**src/rtl/dma_ctl_pkg.sv**
```systemverilog
package dma_ctl_pkg;
  localparam int REG_W    = 8;
  localparam int DONE_BIT = 7;
  localparam int KEEP_BIT = 3;
  localparam int KILL_BIT = 2;
  localparam int TRIG_BIT = 1;
  localparam int ENA_BIT  = 0;

  typedef struct packed {
    logic done;
    logic keep;
    logic ena;
  } ch_state_t;
endpackage

```
**src/rtl/dma_chan_reg.sv**
```systemverilog
module dma_chan_reg
  import dma_ctl_pkg::*;
(
  input  logic      clk,
  input  logic      rst_n,
  input  logic      wr_hit,
  input  logic      rd_hit,
  input  logic      w_keep,
  input  logic      w_kill,
  input  logic      w_trig,
  input  logic      w_ena,
  input  logic      tc,
  input  logic      nmi,
  output ch_state_t state,
  output logic      abort_req,
  output logic      trig_req
);
  ch_state_t st_q, st_d;

  assign abort_req = (wr_hit & w_kill) | nmi;
  assign trig_req  = wr_hit & w_trig;

  always_comb begin
    st_d = st_q;
    if (wr_hit) begin
      st_d.keep = w_keep;
      st_d.ena  = w_ena;
    end
    if (tc && !st_q.keep) st_d.ena = 1'b0;
    if (abort_req)        st_d.ena = 1'b0;
    if (tc)               st_d.done = 1'b1;
    else if (rd_hit)      st_d.done = 1'b0;
  end

  always_ff @(posedge clk) begin
    if (!rst_n) st_q <= '0;
    else        st_q <= st_d;
  end

  assign state = st_q;


  tc_sets_done_chk: assert property (@(posedge clk) disable iff (!rst_n)
    tc |=> state.done);

  read_clears_done_chk: assert property (@(posedge clk) disable iff (!rst_n)
    (rd_hit && !tc) |=> !state.done);

  keep_holds_ena_chk: assert property (@(posedge clk) disable iff (!rst_n)
    (tc && state.keep && state.ena && !wr_hit && !nmi) |=> state.ena);

  tc_drops_ena_chk: assert property (@(posedge clk) disable iff (!rst_n)
    (tc && !state.keep) |=> !state.ena);

  nmi_drops_ena_chk: assert property (@(posedge clk) disable iff (!rst_n)
    nmi |=> !state.ena);
endmodule

```
**src/rtl/dma_start_gate.sv**
```systemverilog
module dma_start_gate
  import dma_ctl_pkg::*;
(
  input  logic      clk,
  input  logic      rst_n,
  input  ch_state_t state,
  input  logic      abort_req,
  input  logic      trig_req,
  input  logic      hw_req,
  output logic      start_o,
  output logic      abort_o
);
  logic sw_ok, hw_ok;

  assign sw_ok = trig_req & state.ena & ~state.done;
  assign hw_ok = hw_req & state.ena & (state.keep | ~state.done);

  always_ff @(posedge clk) begin
    if (!rst_n) begin
      start_o <= 1'b0;
      abort_o <= 1'b0;
    end else begin
      start_o <= (sw_ok | hw_ok) & ~abort_req;
      abort_o <= abort_req;
    end
  end


  abort_blocks_start_chk: assert property (@(posedge clk) disable iff (!rst_n)
    abort_req |=> (abort_o && !start_o));

  trig_needs_clear_chk: assert property (@(posedge clk) disable iff (!rst_n)
    (trig_req && !hw_req && (!state.ena || state.done)) |=> !start_o);

  hw_keep_accept_chk: assert property (@(posedge clk) disable iff (!rst_n)
    (hw_req && state.ena && state.keep && !abort_req) |=> start_o);
endmodule

```
**src/rtl/dma_rd_mux.sv**
```systemverilog
module dma_rd_mux
  import dma_ctl_pkg::*;
#(
  parameter int NUM_CH = 4,
  localparam int SEL_W = (NUM_CH > 1) ? $clog2(NUM_CH) : 1
) (
  input  logic                    clk,
  input  logic                    rst_n,
  input  logic                    rd_stb,
  input  logic [SEL_W-1:0]        sel,
  input  ch_state_t [NUM_CH-1:0]  states,
  output logic [REG_W-1:0]        rd_data
);
  logic [REG_W-1:0] word;

  always_comb begin
    word = '0;
    for (int i = 0; i < NUM_CH; i++) begin
      if (sel == SEL_W'(i)) begin
        word[DONE_BIT] = states[i].done;
        word[KEEP_BIT] = states[i].keep;
        word[ENA_BIT]  = states[i].ena;
      end
    end
  end

  always_ff @(posedge clk) begin
    if (!rst_n)      rd_data <= '0;
    else if (rd_stb) rd_data <= word;
  end


  rd_hold_chk: assert property (@(posedge clk) disable iff (!rst_n)
    !rd_stb |=> $stable(rd_data));
endmodule

```
**src/rtl/dma_chan_ctl.sv**
```systemverilog
module dma_chan_ctl
  import dma_ctl_pkg::*;
#(
  parameter int NUM_CH = 4,
  localparam int SEL_W = (NUM_CH > 1) ? $clog2(NUM_CH) : 1
) (
  input  logic              clk,
  input  logic              rst_n,
  input  logic [SEL_W-1:0]  sel,
  input  logic              rd_stb,
  input  logic              wr_stb,
  input  logic [REG_W-1:0]  wr_data,
  output logic [REG_W-1:0]  rd_data,
  input  logic [NUM_CH-1:0] tc_pulse,
  input  logic [NUM_CH-1:0] hw_req,
  input  logic              nmi,
  output logic [NUM_CH-1:0] xfer_en,
  output logic [NUM_CH-1:0] start_pulse,
  output logic [NUM_CH-1:0] abort_pulse
);
  ch_state_t [NUM_CH-1:0] states;
  logic unused_wbits;

  assign unused_wbits = ^{wr_data[DONE_BIT], wr_data[6:4]};

  for (genvar c = 0; c < NUM_CH; c++) begin : g_ch
    logic hit_w, hit_r, abort_c, trig_c;
    assign hit_w = wr_stb & (sel == SEL_W'(c));
    assign hit_r = rd_stb & (sel == SEL_W'(c));

    dma_chan_reg u_reg (
      .clk       (clk),
      .rst_n     (rst_n),
      .wr_hit    (hit_w),
      .rd_hit    (hit_r),
      .w_keep    (wr_data[KEEP_BIT]),
      .w_kill    (wr_data[KILL_BIT]),
      .w_trig    (wr_data[TRIG_BIT]),
      .w_ena     (wr_data[ENA_BIT]),
      .tc        (tc_pulse[c]),
      .nmi       (nmi),
      .state     (states[c]),
      .abort_req (abort_c),
      .trig_req  (trig_c)
    );

    dma_start_gate u_gate (
      .clk       (clk),
      .rst_n     (rst_n),
      .state     (states[c]),
      .abort_req (abort_c),
      .trig_req  (trig_c),
      .hw_req    (hw_req[c]),
      .start_o   (start_pulse[c]),
      .abort_o   (abort_pulse[c])
    );

    assign xfer_en[c] = states[c].ena;
  end

  dma_rd_mux #(.NUM_CH(NUM_CH)) u_rd (
    .clk     (clk),
    .rst_n   (rst_n),
    .rd_stb  (rd_stb),
    .sel     (sel),
    .states  (states),
    .rd_data (rd_data)
  );


  write_local_chk: assert property (@(posedge clk) disable iff (!rst_n)
    (wr_stb && !nmi && (tc_pulse == '0) && (sel != '0) && !xfer_en[0]) |=> !xfer_en[0]);
endmodule

```
**config.mk**
```make
export PLATFORM = sky130hd
export DESIGN_NAME = dma_chan_ctl
export DESIGN_NICKNAME = d
export VERILOG_FILES = /design/src/rtl/dma_ctl_pkg.sv /design/src/rtl/dma_chan_reg.sv /design/src/rtl/dma_start_gate.sv /design/src/rtl/dma_rd_mux.sv /design/src/rtl/dma_chan_ctl.sv
export SDC_FILE = /design/constraint.sdc
export NUM_CORES = 1
export LEC_CHECK = 0
export ABC_AREA = 1
export CELL_PAD_IN_SITES_DETAIL_PLACEMENT = 0
export CELL_PAD_IN_SITES_GLOBAL_PLACEMENT = 1
export CORE_ASPECT_RATIO = 2
export CORE_MARGIN = 2
export CORE_UTILIZATION = 42
export DETAILED_ROUTE_END_ITERATION = 10
export DONT_BUFFER_PORTS = 1
export GPL_TIMING_DRIVEN = 0
export PLACE_DENSITY_LB_ADDON = 0.1
export SETUP_SLACK_MARGIN = 0.3
export SLEW_MARGIN = 20
export SYNTH_ARGS = -nofsm -noshare
export SYNTH_HDL_FRONTEND = slang
export SYNTH_SLANG_ARGS = --single-unit
```
**constraint.sdc**
```tcl
create_clock -name clk -period 1 [get_ports clk]
set_clock_uncertainty 0.2 [all_clocks]
set_input_delay 0 -clock clk [delete_from_list [all_inputs] [get_ports clk]]
set_output_delay 0 -clock clk [all_outputs]
set_load 0.01 [all_outputs]
```
# Word-level counts from Yosys, hierarchy flattened
# Cells that the tools add are included.
# totals
reg_bits	23
input_bits	23
out_inout_bits	20
word_cells	118
# classes
eq_ne	3
mux	20
bitwise_logic	57
n_reduce_logical	17
# op_table
op	count
$and A1 B1 Y1	36
$mux W1	20
$or A1 B1 Y1	12
$reduce_or A3 Y1	4
$not A1 Y1	9
$reduce_bool A2 Y1	4
$eq A2 B2 Y1 const B	2
$logic_and A1 B1 Y1	4
$logic_not A1 Y1	4
$eq A2 B1 Y1 const B	1
$logic_not A2 Y1	1

# Depth between registers and ports, before layout
# Gate-level depths: netlist of the first run.
# logic_depth
word_depth	7
ltp_mapped	7
ltp_nobuf	6

# Modules after synthesis
# From an unflattened synthesis of the first run, not the netlist that was laid out.
# hier_totals
cells_unflattened	206
area_unflattened_um2	1223.7
# modules_own_cells
mod	instances	cells_each	area_each_um2	seq_area_each_um2
dma_chan_reg	4	25	147.6	60.1
dma_start_gate	4	12	82.6	40.0
dma_rd_mux	1	42	242.7	60.1
dma_chan_ctl	1	16	60.1	0.0

# Worst setup path after synthesis of the first run
# No wires, ideal clock.
# synth_timing
kind	input to register
startpoint	in sel[0]
endpoint	reg g_ch[0].u_gate.start_o
setup_ns	0.111
arrival_ns	0.621
required_ns	0.689
slack_ns	0.068
path_stages	7
n_path_buf	1
cell_sequence	buf_6 -> nor2_4 -> nand2_2 -> o21ai_2 -> inv_2 -> nand2_1 -> nor2_1
# synth_via
elab_chain_cells	7
elab_cells_between_ends	10
cone_classes	9 x bitwise; 1 x reduce/logical
# synth_lines
element	line_no	text
start: declaration	dma_chan_ctl.sv:9	input logic [SEL_W-1:0] sel,
$logic_not A2 Y1 *	dma_chan_ctl.sv:28	assign hit_w = wr_stb & (sel == SEL_W'(c));
$and A1 B1 Y1 *	dma_chan_ctl.sv:28	
$and A1 B1 Y1	dma_chan_reg.sv:21	assign trig_req = wr_hit & w_trig;
$and A1 B1 Y1 (2 in series)	dma_start_gate.sv:15	assign sw_ok = trig_req & state.ena & ~state.done;
$or A1 B1 Y1	dma_start_gate.sv:23	start_o <= (sw_ok | hw_ok) & ~abort_req;
$and A1 B1 Y1 *	dma_start_gate.sv:23	
end signal: assignment	dma_start_gate.sv:23	
end: declaration	dma_start_gate.sv:10	output logic start_o,
# Mark *: on every way between the ends. The rest lies on a longest branch, timed or not.
# A chain may end at the register's enable or synchronous reset.

# Final worst setup path of the first run
# layout_timing
startpoint	reg g_ch[2].u_reg.st_q (netlist bit g_ch[2].u_reg.state[1])
endpoint	reg u_rd.rd_data[3]
# layout_via
elab_chain_cells	2
# layout_lines
element	line_no	text
start: declaration	dma_chan_reg.sv:18	ch_state_t st_q, st_d;
start signal: assignment	dma_chan_reg.sv:37	else st_q <= st_d;
$mux W1 (2 in series)	dma_rd_mux.sv:19	if (sel == SEL_W'(i)) begin
end signal: assignment	dma_rd_mux.sv:29	else if (rd_stb) rd_data <= word;
end: declaration	dma_rd_mux.sv:12	output logic [REG_W-1:0] rd_data
# No other way between the ends.

==> results of run 1 <==
state kept, by name, summed over array words and instances, names as in the netlist:
| signal | flops |
|---|---|
| u_rd.rd_data | 3 |
| g_ch.u_reg.state | 12 |
| g_ch.u_gate.start_o | 4 |
| g_ch.u_gate.abort_o | 4 |
final cells by class:
type	instances	area (sq um)
fill	272	1196
multi-input combinational	107	615.6
sequential	23	501.7
buffer	21	220.2
inverter	18	72.57
timing repair buffer	6	48.80
clock buffer	4	45.04
tap	29	36.28
per-layer routing:
metal / vias up / part of all wire [%] / track usage [%]
li1: 541 / - / -
met5: - / 0 / 0
met1: 482 / 40 / 20.06
met3: 2 / 5.2 / 3.846
met4: 0 / 0.65 / 5.806
met2: 29 / 54 / 37.50
what timing repair did:
action	CTS	global route
endpoints found under the setup margin	34	35
resized for setup	33	20
pin swaps	6	7
buffers inserted	3	3
endpoints found under the hold margin	23	23
power breakdown:
group | internal (mW) | total [mW] | switching, mW
combinational | 0.140 | 0.305 | 0.166
sequential | 0.950 | 0.986 | 0.0363
clock | 0.284 | 0.566 | 0.283
total | 1.37 | 1.86 | 0.485
worst min-delay path by stage:
stage                 from                             endpoint  cells past startpoint  slack (ns)
2_1_floorplan  tc_pulse[1]  g_ch[1].u_reg.state[2]$_SDFFE_PN0P_                      2       -0.09
3_3_place_gp   tc_pulse[1]  g_ch[1].u_reg.state[2]$_SDFFE_PN0P_                      2       -0.08
3_5_place_dp   tc_pulse[1]  g_ch[1].u_reg.state[2]$_SDFFE_PN0P_                      2       -0.08
4_1_cts        tc_pulse[2]  g_ch[2].u_reg.state[2]$_SDFFE_PN0P_                      2       -0.35
5_1_grt              rst_n    g_ch[2].u_gate.start_o$_SDFF_PN0_                      2       -0.36
6_report       tc_pulse[2]  g_ch[2].u_reg.state[2]$_SDFFE_PN0P_                      2       -0.35
metrics by stage:
step	util, %	power (mW)	instances	area [sq um]
after global routing	56.29	1.949	208	1540
after CTS	53.45	1.867	205	1463
after global placement	47.46	1.264	198	1299
final	56.29	1.857	208	1540
after floorplan	-	1.221	169	1262
after detailed placement	47.46	1.269	198	1299
cells in the final DEF (no fill, tap or decap), drive strengths merged:
master  count
o211ai      2
buf        26
dfxtp      23
o21bai      2
a22oi       1
nand3      14
inv        17
nand2      27
conb        5
clkbuf      5
o21ai      11
nand4       3
clkinv      1
a21oi      19
nor2       23
cells by family (layout without fill, tap and decap cells):
| kind of cell | Yosys count | in the layout |
|---|---|---|
| flops | 23 | 23 |
| buf+inv | 39 | 49 |
| simple gates | 67 | 67 |
| compound gates | 35 | 35 |
| other cells | 1 | 5 |
critical path, delay by kind of cell, from the launching register on:
kind             cells  cell delay [ns]
flip-flops           1             0.35
AND/OR/NAND/NOR      2             0.17
AO/OA/AOI/OAI        2             0.16
==> results.toml, run 1 <==
[power]
vdd_drop_max_mv = 0.6134
leakage_nw = 0.6454
power_density_nw_per_um2 = 1206

[clock_tree]
clk_latency_ns = 0.26
clkTransAtPathRegs_ns = 0.08
cts_max_path_buffers = 2
clock-root-buffer = "clkbuf_8"
cts_sinks = 23
htreeDepth = 1
cts_tree = "done"
numCtsBuffers = 3

[global_route]
antenna_found_initial = 0
grt_max_degree = 13
grt_pass1_wl_microns = 4878
grt_usage_pct = 19.35
grt-ovfl-total = 0
grt_pass1_vias = 1072

[setup_path]
endpoint = "u_rd.rd_data[3]$_SDFFE_PN0P_"
end_kind = "flop"
ff2ff_path_depth = 4
cp_slowest_stage_delay_ns = 0.35
cp_data_required_time_ns = 0.94
r2r_end = "u_rd.rd_data[3]$_SDFFE_PN0P_"
crit_type = "flop to flop"
crit_path_cell_trace = "o21ai_1 -> nand3_1 -> nand2_1 -> a21oi_2"
startpoint_type = "flop"
critPathMaxFanout = 3
setup.worst_path.start = "g_ch[2].u_reg.state[1]$_SDFFE_PN0N_"
cp.arrival_ns = 0.94
rr_startpoint = "g_ch[2].u_reg.state[1]$_SDFFE_PN0N_"
r2r_slack_ns = 0.006
cp_slowest_cell = "dfxtp_2"

[logic_synthesis]
synth_xor_area_share_pct = 0
ys_seq_area_share_pct = 38.25
syn_area_sq_um = 1204
synth_fa_ha_area_share_pct = 0
synth_edf_count = 0
yosys-top-cells-count = "nand2_1 (25), dfxtp_1 (23), nor2_1 (21)"
async_flop_share_pct = 0
synth_compound_area_share_pct = 16.22
synth.area.mux_share_pct = 0
synth_ff_type = "dfxtp_1"
ys_types = 28
synth.most_common_cell = "nand2_1"
synth_top_family_by_area = "simple AND/OR/NAND/NOR gates"
avgSynthCellArea_sq_um = 7.295
ys_seq_elements = 23
synth_top_cell_by_area = "dfxtp_1"
synth.area.top_cells = "dfxtp_1 (38%), buf_4 (11%), a21oi_1 (7.9%)"
netlist.area_leader.share_pct = 38.25
yosys.area_share.simple_pct = 26.20
synth_warnings = 0
synth_cells = 165

[placement]
port_buffers = 0
dp_slack_ns = -0.01183
place.detailed.hpwl_microns = 2304
gp_congestion = 0.8446

[sta]
hold_violations = 23
final.setup.tns_ns = 0
max_freq_mhz = 1007
fin_ws_ns = 0.006495
timing.final.crit_share_pct = 99.35
grt_setup_unrepaired = "true"
period_minus_slack_ns = 0.9935
holdWs_ns = -0.3473
slew_viol_final = 0
setup-violations-final = 0

[layout]
drive_gt1_share_pct = 51.96
final_nets = 203
diodes = 0
area_delta_synth_final_pct = 27.96

[route]
viasPerCell = 5.067
drc = 0
drtAntennaViolNets = 0
avgRoutedWirePerCell_microns = 14.68
drt-initial-drc-count = 13
dr.pass1.iters = 6
finalWirelength_microns = 3054
vias = 1054

[outcome]
violations = "negative hold slack"
outcome = "complete, but fails checks"

[floorplanning]
core_area_sq_um = 2736
dieArea_sq_um = 3336
num_io_pins = 43
row_count = 27
start_util_pct = 43.99
fp.dieH_microns = 79.71
die_w_microns = 41.86

[job]
max-cap-violations = 0

[hold_path]
hp-class = "input port to flop"
Note: power is estimated with default switching activity, not from simulation.
==> run 2, diff against run 1 <==
--- a/config.mk
+++ b/config.mk
@@ -10,7 +10,7 @@
 export CELL_PAD_IN_SITES_GLOBAL_PLACEMENT = 1
 export CORE_ASPECT_RATIO = 2
 export CORE_MARGIN = 2
-export CORE_UTILIZATION = 42
+export CORE_UTILIZATION = 40
 export DETAILED_ROUTE_END_ITERATION = 10
 export DONT_BUFFER_PORTS = 1
 export GPL_TIMING_DRIVEN = 0
@@ -19,4 +19,5 @@
 export SLEW_MARGIN = 20
 export SYNTH_ARGS = -nofsm -noshare
 export SYNTH_HDL_FRONTEND = slang
+export SYNTH_HIERARCHICAL = 1
 export SYNTH_SLANG_ARGS = --single-unit
==> run 2 against run 1 <==
  * The flow finishes with violations (negative hold slack, negative setup slack)
  * Die area increased by 6.2%
  * Setup slack got worse by 0.059 ns
  * Core utilization decreased by 1.6 points
  * Cell count increased by 23%
  * Critical path depth unchanged
  * Maximum frequency decreased by 5.6%
  * Count of clock-buffer cells in the layout decreased by 1
  * Design area increased by 4.5%
  * Non-clock buffer count decreased by 10
  * Synthesized cell count increased by 25%
  * Sequential share of layout area decreased by 1.2 points
  * Largest cell class unchanged
  * Area after synthesis increased by 1.7%
==> results.toml, run 2 <==
[placement]
dp_cells = 240
place.detailed.hpwl_microns = 2215
gp_congestion = 0.8704
port_buffers = 0

[job]
max-cap-violations = 0

[global_route]
grt-ovfl-total = 0
grt_usage_pct = 18.01
grt_pass1_vias = 1122
grt_pass1_wl_microns = 4788
grt_max_degree = 22
antenna_found_initial = 0

[route]
viasPerCell = 4.730
dr.pass1.iters = 5
avgRoutedWirePerCell_microns = 12.15
drtAntennaViolNets = 0
drc = 0
finalWirelength_microns = 3111
vias = 1211
drt-initial-drc-count = 25

[setup_path]
startpoint_type = "flop"
end_kind = "flop"
cp.arrival_ns = 1.02
critPathMaxFanout = 4
cp_data_required_time_ns = 0.97
crit_type = "flop to flop"

[power]
leakage_nw = 0.7923
vdd_drop_max_mv = 0.8324
power_density_nw_per_um2 = 1160

[sta]
slew_viol_final = 0
grt_setup_unrepaired = "true"
period_minus_slack_ns = 1.052
fin_ws_ns = -0.05210
setup-violations-final = 2
hold_violations = 23
final.setup.tns_ns = -0.05578
timing.final.crit_share_pct = 105.2
holdWs_ns = -0.3760
max_freq_mhz = 950.5

[layout]
diodes = 0
largest_reg_flops = 12
drive_gt1_share_pct = 40.27
final_cell_mix = "inv_1 (39), nand2_1 (39), nor2_1 (28)"
finalNonFillerCells = 256
final_nets = 250
area_delta_synth_final_pct = 31.49

[outcome]
violations = "negative hold slack, negative setup slack"
outcome = "complete, but fails checks"

[clock_tree]
numCtsBuffers = 3
cts_max_path_buffers = 2
cts_sinks = 23
cts_tree = "done"
htreeDepth = 1
clock-root-buffer = "clkbuf_8"
cts-hold-fix-buffers = 4
clk_latency_ns = 0.27
clkTransAtPathRegs_ns = 0.09

[floorplanning]
num_io_pins = 43
die_w_microns = 43.11
fp.dieH_microns = 82.22
core_area_sq_um = 2943
start_util_pct = 41.58
row_count = 28
dieArea_sq_um = 3545

[logic_synthesis]
ys_types = 11
async_flop_share_pct = 0
synth_top_cell_by_area = "dfxtp_1"
yosys-top-cells-count = "inv_1 (52), nand2_1 (46), nor2_1 (34)"
synth_edf_count = 0
synth_warnings = 6
synth_ff_type = "dfxtp_1"
ys_seq_elements = 23
avgSynthCellArea_sq_um = 5.940
netlist.area_leader.share_pct = 37.63
ys_seq_area_share_pct = 37.63
syn_area_sq_um = 1224
synth.area.top_cells = "dfxtp_1 (38%), inv_1 (16%), nand2_1 (14%)"
synth_cells = 206
synth.most_common_cell = "inv_1"

[hold_path]
hp-class = "input port to flop"
-- run 2: layout make-up --
class | count | area (sq um)
clock buffers | 3 | 41.29
well taps | 30 | 37.54
flip-flops and latches | 23 | 505.5
multi-input cells | 126 | 656.9
fillers | 327 | 1334
repair buffers | 12 | 111.4
clock inverters | 1 | 5.005
inverters | 56 | 214.0
plain buffers | 5 | 37.54
-- run 2: cell families (layout without fill, tap and decap cells) --
logic type      after synthesis  in the layout  share of synthesized area [%]
buf+inv                      61             77                          20.25
flops                        23             23                          37.63
compound gates               18             18                          7.361
other cells                   1              5                         0.3065
simple gates                103            103                          34.46
-- run 2: worst paths after layout --
kind / depth (start not counted) / start / slack (ns) / to
hold / removal: 2 / rst_n / -0.38 / g_ch[0].u_gate/abort_o$_SDFF_PN0_
hold reg to reg: 2 / g_ch[0].u_reg/state[1]$_SDFFE_PN0P_ / 0.31 / g_ch[0].u_reg/state[1]$_SDFFE_PN0P_
setup reg to reg: 4 / g_ch[1].u_reg/state[0]$_SDFFE_PP0P_ / -0.05 / u_rd/rd_data[0]$_SDFFE_PN0P_
setup / recovery: 4 / g_ch[1].u_reg/state[0]$_SDFFE_PP0P_ / -0.05 / u_rd/rd_data[0]$_SDFFE_PN0P_
-- run 2: where the power goes --
group / internal (mW) / total (mW) / switching [mW]
Sequential: 0.947 / 0.992 / 0.0444
Clock: 0.278 / 0.589 / 0.311
Combinational: 0.134 / 0.285 / 0.151
Total: 1.36 / 1.87 / 0.506
-- run 2: per-layer routing --
metal	GRT usage (%)	vias up	part of all wire, %	wire length [microns]
li1	-	631	-	-
met1	18.93	528	38	1174
met2	32.69	42	52	1615
met3	4.130	10	6.7	208
met4	8.788	0	3.6	112
met5	0	-	0	0
-- run 2: stage by stage --
stage / setup WS [ns] / hold slack, ns / instance area [sq um] / power (mW) / utilization (%)
global placement: -0.02667 / -0.09499 / 1329 / 1.221 / 45.15
detailed placement: -0.03612 / -0.09204 / 1329 / 1.226 / 45.15
CTS: -0.003979 / -0.3710 / 1501 / 1.845 / 51.02
global route: -0.08143 / -0.3756 / 1609 / 1.969 / 54.68
floorplan: 0.08783 / -0.1024 / 1291 / 1.191 / -
finish: -0.05210 / -0.3760 / 1609 / 1.866 / 54.68
-- run 2: repair_timing --
item,4_1_cts,5_1_grt
buffers inserted,3,5
endpoints found under the hold margin,23,23
pin swaps,9,23
resized for setup,31,25
endpoints found under the setup margin,34,36
-- run 2: worst max-delay path, cell delays in order, from the launching register on --
cell and delay (ns):
dfxtp_4 0.38, o21ai_2 0.15, nand3_2 0.09, nand2_2 0.08
a21oi_2 0.05
